File: src/rtl/regwin_ctrl.sv
module regwin_ctrl #(
  parameter int NAREG = 64
) (
  input  logic                          clk,
  input  logic                          rst_n,
  input  logic                          req_valid,
  input  logic [1:0]                    req_op,
  input  logic [31:0]                   req_pc,
  input  logic [31:0]                   req_a0,
  input  logic [1:0]                    req_callinc,
  input  logic                          req_woe,
  input  logic                          req_excm,
  input  logic [3:0]                    req_sreg,
  input  logic [3:0]                    req_rot,
  input  logic [$clog2(NAREG/4)-1:0]    req_base,
  output logic                          rsp_valid,
  output logic [1:0]                    rsp_kind,
  output logic [1:0]                    rsp_size,
  output logic [31:0]                   rsp_ret_pc,
  output logic [31:0]                   rsp_epc,
  output logic [$clog2(NAREG/4)-1:0]    rsp_owb,
  output logic                          rsp_excm,
  output logic [$clog2(NAREG/4)-1:0]    win_base,
  output logic [NAREG/4-1:0]            win_start
);
  localparam int NGRP = NAREG / 4;
  localparam int BW   = $clog2(NGRP);
  typedef logic [BW-1:0] grp_t;

  localparam logic [1:0] OP_ENTRY = 2'd0, OP_RETW = 2'd1, OP_ROTW = 2'd2, OP_SETB = 2'd3;
  localparam logic [1:0] K_OK = 2'd0, K_ILL = 2'd1, K_OVF = 2'd2, K_UNF = 2'd3;

  function automatic grp_t offs(input grp_t b, input int k);
    return grp_t'(int'(b) + k);
  endfunction

  logic fwd1, fwd2, fwd3, bck1, bck2, bck3;
  assign fwd1 = win_start[offs(win_base, 1)];
  assign fwd2 = win_start[offs(win_base, 2)];
  assign fwd3 = win_start[offs(win_base, 3)];
  assign bck1 = win_start[offs(win_base, -1)];
  assign bck2 = win_start[offs(win_base, -2)];
  assign bck3 = win_start[offs(win_base, -3)];

  logic [1:0] ovf_n, ovf_size, ret_n, ret_m;
  grp_t       ovf_grp, ret_grp;
  logic       ent_ill, ret_ill;

  assign ovf_n = (req_callinc >= 2'd1 && fwd1) ? 2'd1 :
                 (req_callinc >= 2'd2 && fwd2) ? 2'd2 :
                 (req_callinc == 2'd3 && fwd3) ? 2'd3 : 2'd0;
  assign ovf_grp  = offs(win_base, int'(ovf_n));
  assign ovf_size = win_start[offs(ovf_grp, 1)] ? 2'd1 :
                    win_start[offs(ovf_grp, 2)] ? 2'd2 : 2'd3;
  assign ent_ill  = (req_sreg > 4'd3) || !req_woe || req_excm;

  assign ret_n   = req_a0[31:30];
  assign ret_m   = bck1 ? 2'd1 : bck2 ? 2'd2 : bck3 ? 2'd3 : 2'd0;
  assign ret_grp = offs(win_base, -int'(ret_n));
  assign ret_ill = (ret_n == 2'd0) || (ret_m != 2'd0 && ret_m != ret_n) || !req_woe || req_excm;

  grp_t              nxt_base;
  logic [NGRP-1:0]   nxt_start;
  logic [1:0]        nxt_kind, nxt_size;
  logic [31:0]       nxt_ret_pc, nxt_epc;
  logic              nxt_trap;

  always_comb begin
    nxt_base   = win_base;
    nxt_start  = win_start;
    nxt_kind   = K_OK;
    nxt_size   = 2'd0;
    nxt_ret_pc = 32'd0;
    nxt_trap   = 1'b0;
    unique case (req_op)
      OP_ENTRY: begin
        if (ent_ill) begin
          nxt_kind = K_ILL;
        end else if (ovf_n != 2'd0) begin
          nxt_kind = K_OVF;
          nxt_size = ovf_size;
          nxt_base = ovf_grp;
          nxt_trap = 1'b1;
        end else begin
          nxt_base = offs(win_base, int'(req_callinc));
          nxt_start[nxt_base] = 1'b1;
        end
      end
      OP_RETW: begin
        if (ret_ill) begin
          nxt_kind = K_ILL;
        end else begin
          nxt_ret_pc = {req_pc[31:30], req_a0[29:0]};
          nxt_base   = ret_grp;
          if (win_start[ret_grp]) begin
            nxt_start[win_base] = 1'b0;
          end else begin
            nxt_kind = K_UNF;
            nxt_size = ret_n;
            nxt_trap = 1'b1;
          end
        end
      end
      OP_ROTW: nxt_base = offs(win_base, int'($signed(req_rot)));
      default: nxt_base = req_base;
    endcase
  end

  assign nxt_epc = nxt_trap ? req_pc : 32'd0;

  always_ff @(posedge clk or negedge rst_n) begin
    if (!rst_n) begin
      win_base   <= '0;
      win_start  <= NGRP'(1);
      rsp_valid  <= 1'b0;
      rsp_kind   <= K_OK;
      rsp_size   <= 2'd0;
      rsp_ret_pc <= 32'd0;
      rsp_epc    <= 32'd0;
      rsp_owb    <= '0;
      rsp_excm   <= 1'b0;
    end else begin
      rsp_valid <= req_valid;
      if (req_valid) begin
        win_base   <= nxt_base;
        win_start  <= nxt_start;
        rsp_kind   <= nxt_kind;
        rsp_size   <= nxt_size;
        rsp_ret_pc <= nxt_ret_pc;
        rsp_epc    <= nxt_epc;
        rsp_owb    <= nxt_trap ? win_base : '0;
        rsp_excm   <= nxt_trap;
      end
    end
  end
endmodule

File: config.mk
export PLATFORM = sky130hd
export DESIGN_NAME = regwin_ctrl
export DESIGN_NICKNAME = d
export VERILOG_FILES = /design/src/rtl/regwin_ctrl.sv
export SDC_FILE = /design/constraint.sdc
export NUM_CORES = 1
export LEC_CHECK = 0
export CAP_MARGIN = 10
export CORE_UTILIZATION = 29
export DETAILED_ROUTE_END_ITERATION = 6
export DONT_BUFFER_PORTS = 1
export PLACE_DENSITY_LB_ADDON = 0.05
export SLEW_MARGIN = 25
export SYNTH_ARGS = -nofsm -noshare
export SYNTH_HDL_FRONTEND = slang
export SYNTH_SLANG_ARGS = --single-unit
File: constraint.sdc
create_clock -name clk -period 6.7 [get_ports clk]
set_input_delay 0.67 -clock clk [delete_from_list [all_inputs] [get_ports clk]]
set_output_delay 0.67 -clock clk [all_outputs]
set_load 0.01 [all_outputs]
After elaboration in Yosys (flattened, before gate mapping)
Cells that the tools add are included.

storage, ports and cells
  flip-flop bits (word level) = 94
  bits of input ports = 85
  logic and storage cells = 126

operators by class
  add/sub/neg operators = 13
  $lt $le $gt $ge = 16
  equal/unequal tests = 8
  muxes and demuxes = 58
  bitwise gates (word level) = 3
  reductions and logical operators = 19

operators with widths
  cell                 number
  $mux 32              3
  $mux 16              4
  $lt 4x5->1 const B   11
  $bmux 1 s4           9
  $pmux 16 s2          1
  $mux 2               15
  $add 4x2->4 const B  4
  $and 16x16->16       1
  $mux 1               16
  $mux 4               4
  $not 16->16          1
  $or 16x16->16        1
  $add 4x1->4 const B  3
  $pmux 4 s3           1
  $add 4x2->4          2
  $add 4x4->4          2
  $demux 1 s4          2
  $ge 4x1->1 const B   2
  $ne 2x2->1 const B   4
  $pmux 2 s2           2
  $logic_and 1x1->1    6
  $reduce_and 6->1     1
  $reduce_bool 2->1    3
  $logic_or 1x1->1     5
  other kinds (12)     14

Depth between registers and ports, before layout
  word-level depth = 16
  mapped depth = 23

Worst setup path before layout
Ideal clock, no wire load.

  path kind = register -> register
  start point = reg win_base[1]
  end point = reg rsp_size[0]
  setup time = 130 ps
  arrival = 5,459 ps
  required time = 6,570 ps
  path slack = 1,111 ps
  stages on the path, launching flop included = 17
  path buffers = 2
  period minus slack after synthesis = 5,589 ps
  path through = dfrtp_1 -> inv_1 -> ha_1 -> buf_1 -> mux4_1 -> mux4_1 -> or3b_2 -> fa_1 -> clkbuf_1 -> inv_1 -> ha_1 -> xor2_1 -> mux4_2 -> mux2i_1 -> nor2_1 -> a211oi_1 -> o21ai_0

on the way
  cells in the longest elaborated chain, start to end = 16

RTL lines
  item                          RTL line  RTL
  start, declared               23        output logic [$clog2(NAREG/4)-1:0] win_base,
  start signal, assigned        125       win_base <= nxt_base;
  $add 4x2->4                   34        return grp_t'(int'(b) + k);
  $bmux 1 s4                    40        assign fwd3 = win_start[offs(win_base, 3)];
  $mux 1 (not written as such)  40
  $logic_and 1x1->1             51        (req_callinc == 2'd3 && fwd3) ? 2'd3 : 2'd0;
  $mux 2                        51
  $mux 2                        50        (req_callinc >= 2'd2 && fwd2) ? 2'd2 :
  $mux 2                        49        assign ovf_n = (req_callinc >= 2'd1 && fwd1) ? 2'd1 :
  $add 4x2->4 (2 in series)     34
  $bmux 1 s4                    54        win_start[offs(ovf_grp, 2)] ? 2'd2 : 2'd3;
  $mux 1 (not written as such)  54
  $mux 1                        54
  $mux 2                        53        assign ovf_size = win_start[offs(ovf_grp, 1)] ? 2'd1 :
  $mux 2                        79        end else if (ovf_n != 2'd0) begin
  $mux 2                        77        if (ent_ill) begin
  $pmux 2 s2 *                  75        unique case (req_op)
  end signal, assigned          128       rsp_size <= nxt_size;
  end, declared                 18        output logic [1:0] rsp_size,

Mark *: on every way between the ends. The rest lies on a longest branch, timed or not. The select of a mux whose other input is x is not followed.
A chain may end at the register's enable or synchronous reset.

Final worst setup path
Same ends and word-level chain as after synthesis.

==> metrics.md <==
| Metric | Value |
|---|---|
| Synth top area share | 0.424 |
| Pins Over Slew Limit | 0 |
| Initial antenna violation count | 0 |
| Skew-Pair Late Insertion Delay | 0.34 ns |
| Setup crit start | win_base[1]$_DFFE_PN0P_ |
| RSZ-0062 raised after global routing | no |
| Final hold vios | 0 |
| Min-Delay Path Class | input port to async pin |
| Congestion Overflow GR | 0 |
| Layout cell share with drive strength beyond 1 | 0.140 |
| Slowest cell delay on critical path | 0.73 ns |
| Setup_tns | 0 ns |
| Crit path max-delay cell type | fa_1 |
| Max_cap viols | 0 |
| Top sig layer | met4 |
| Die Span X | 139 microns |
| Post-CTS setup buffer count | 0 |
| H-Tree Depth | 3 |
| FMAX | 0.187 GHz |
| Worst-path fanout max | 8 |
| RR Startpoint | win_base[1]$_DFFE_PN0P_ |
| Starting Density | 0.299 |
| CP required | 6.92 ns |
| Yosys warning count | 0 |
| Critical path type | register to register |
| CTS tree | yes |
| 1st-pass router iterations | 7 |
| Min Tclk post-route | 5.36 ns |
| I/O Buffers | 0 |
| Pwr/cell area | 538 nW/um^2 |
| Core ar. | 18100 sq um |
| Post-synth EDFFs | 0 |
| Period utilisation layout | 0.800 |
| FF+latch count, synth | 93 |
| Synth Flop Type | dfrtp_1 |
| Ant diodes | 0 |
| Vias in the first global route | 3916 |
| Commonest cells after routing, fill and taps aside | dfrtp_1 (92), inv_1 (53), a22o_1 (44) |
| Die area | 19300 sq um |
| Num ports | 179 |
| Failing checks | design-rule violations |
| Clock buffer depth | 2 |
| Fin util | 0.332 |
| Seq/Total Area, Yosys | 0.429 |
| Top post-synthesis cells by area | dfrtp_1 (42%), mux4_2 (11%), a22o_1 (7.1%) |
| Syn_area_per_cell | 12.0 sq um |
| Final Routed Wirelength | 16400 microns |
| Synth async-reset ratio | 1.00 |
| Vias/cell | 5.43 |
| Met1 WL | 6800 microns |
| Average wire per standard cell | 23.9 microns |
| Relative slew slack | 0.378 |
| Mapped cell area | 5430 sq um |
| P&R area growth vs syn | 11.0% |
| Synth cell types | 53 |
| Crit-path cells | inv_1 > buf_4 > ha_1 > mux4_1 > mux4_1 > or3b_2 > fa_1 > inv_1 > ha_1 > xor2_1 > mux4_2 > mux2i_1 > nor2_1 > a211oi_1 > o21ai_0 |
| DRT antenna net count | 0 |
| Met2 WL post-DR | 7960 microns |
| Instance count of the mapped netlist | 453 |
| Rows | 49 |
| Chip height | 139 microns |
| Largest net degree at the start of global routing | 72 |
| Pleak | 0.00279 uW |
| Post_cts resized | 0 |
| Worst-path clk slew | 0.06 ns |
| Fill cells | 1845 |
| Setup Viol. Count Final | 0 |
| Worst setup EP type | register |
| Maximum vdd drop | 0.280 mV |
| Biggest area consumer among synthesized cells | dfrtp_1 |
| Final GP Congestion | 0.748 |
| Status | complete, but fails checks |
| Hold buffers post-CTS | 1 |
| Clock Skew | 0.0100 ns |
| Pwr Total | 3240 uW |
| DRC violations left | 18 |
| CTS Sinks | 93 |
| Detailed Place HPWL | 11100 microns |
| Mapped Nets | 562 |
| Global-route wire length before repair | 24700 microns |
| Met3 WL | 1560 microns |
| Gr usage total | 0.170 |
| Nets | 562 |
| CP arrival | 5.58 ns |
| Num CTS Buffers | 9 |
| Commonest non-fill, non-tap cell in the layout | dfrtp_1 |
| Starting DRT DRC Count | 292 |
| Vias post-DR | 3727 |
| Worst-Margin Slew | 0.924 ns |
| Crit path launch type | register |
| Clock root buffer | clkbuf_16 |
-- worst paths after layout --
check                                              to  cells past startpoint  slack [ns]
setup / recovery              rsp_size[0]$_DFFE_PN0P_                     15        1.34
hold / removal               win_start[8]$_DFFE_PN0P_                      0        0.02
setup reg to reg              rsp_size[0]$_DFFE_PN0P_                     15        1.34
hold reg to reg                rsp_epc[4]$_DFFE_PN0P_                      1        0.56
max in group asynchronous  rsp_ret_pc[14]$_DFFE_PN0P_                      1        5.29
min in group clk                  rsp_valid$_DFF_PN0_                      0        0.35
-- synth_stat cells, types with 3 or more instances --
cell        n
nor2_1     14
mux4_2     26
xnor2_1    15
xor2_1      6
clkbuf_1   12
mux4_1      4
a21o_1      4
fa_1        4
a21oi_1     7
inv_1      53
buf_2       8
o2bb2ai_1  40
nand2_1    24
ha_1       20
nand3_1    10
dfrtp_1    92
mux2i_1    17
nor4_1      3
a22o_1     44
buf_4       4
mux2_2      3
-- worst max-delay path, delay by kind of cell (launching register included) --
kind / cells / cell delay (ns)
AOI/OAI and AO/OA: 2 / 0.36
xor gates and xnor gates: 1 / 0.46
adders and majority gates: 3 / 1.40
buffers and inverters: 3 / 0.34
DFF: 1 / 0.37
muxes: 4 / 1.69
and+or+nand+nor: 2 / 0.60
-- state kept, by name, summed over array words and instances, names as in the netlist --
| register | count |
|---|---|
| win_base | 4 |
| rsp_owb | 4 |
| rsp_epc | 32 |
| rsp_kind | 2 |
| rsp_valid | 1 |
| rsp_ret_pc | 32 |
| win_start | 16 |
| rsp_size | 2 |
-- layout make-up --
type,instances,area [sq um],share of cell area
well taps,229,287,0.0476
clock buffers,12,246,0.0409
repair buffers,16,148,0.0245
multi-input cells,278,2750,0.457
clock inverters,4,55.1,0.00914
flip-flops and latches,93,2330,0.387
inverters,55,206,0.0343
-- through the flow --
stage / cells / hold slack, ns / setup WS, ns / cell area, sq um
6_report: 687 / 0.0223 / 1.34 / 6020
5_1_grt: 687 / 0.00250 / 0.961 / 6020
4_1_cts: 681 / 0.0000143 / 1.27 / 5960
3_5_place_dp: 664 / 0.377 / 1.32 / 5640
3_3_place_gp: 664 / 0.377 / 1.34 / 5640
2_1_floorplan: 453 / 0.374 / 1.11 / 5430
-- cell families (layout without fill, tap and decap cells) --
logic type,count (synthesis),in the layout,share of synthesized area
simple gates,68,68,0.0643
fa+ha+maj,24,24,0.0609
xor+xnor,22,22,0.0380
compound gates,112,112,0.173
mux,52,52,0.170
buf+inv,82,87,0.0641
flops,93,93,0.429
-- power breakdown --
group          internal (uW)  switching, uW
Sequential               633            189
Clock                    302            219
Combinational            922            972
Total                   1860           1380
-- metal layers --
metal,global-route usage,vias to the layer above
met5,0,-
met4,0.0450,0
met3,0.0552,12
met2,0.274,156
met1,0.220,1875
li1,-,1684
Power figures use the tool's default switching activity.
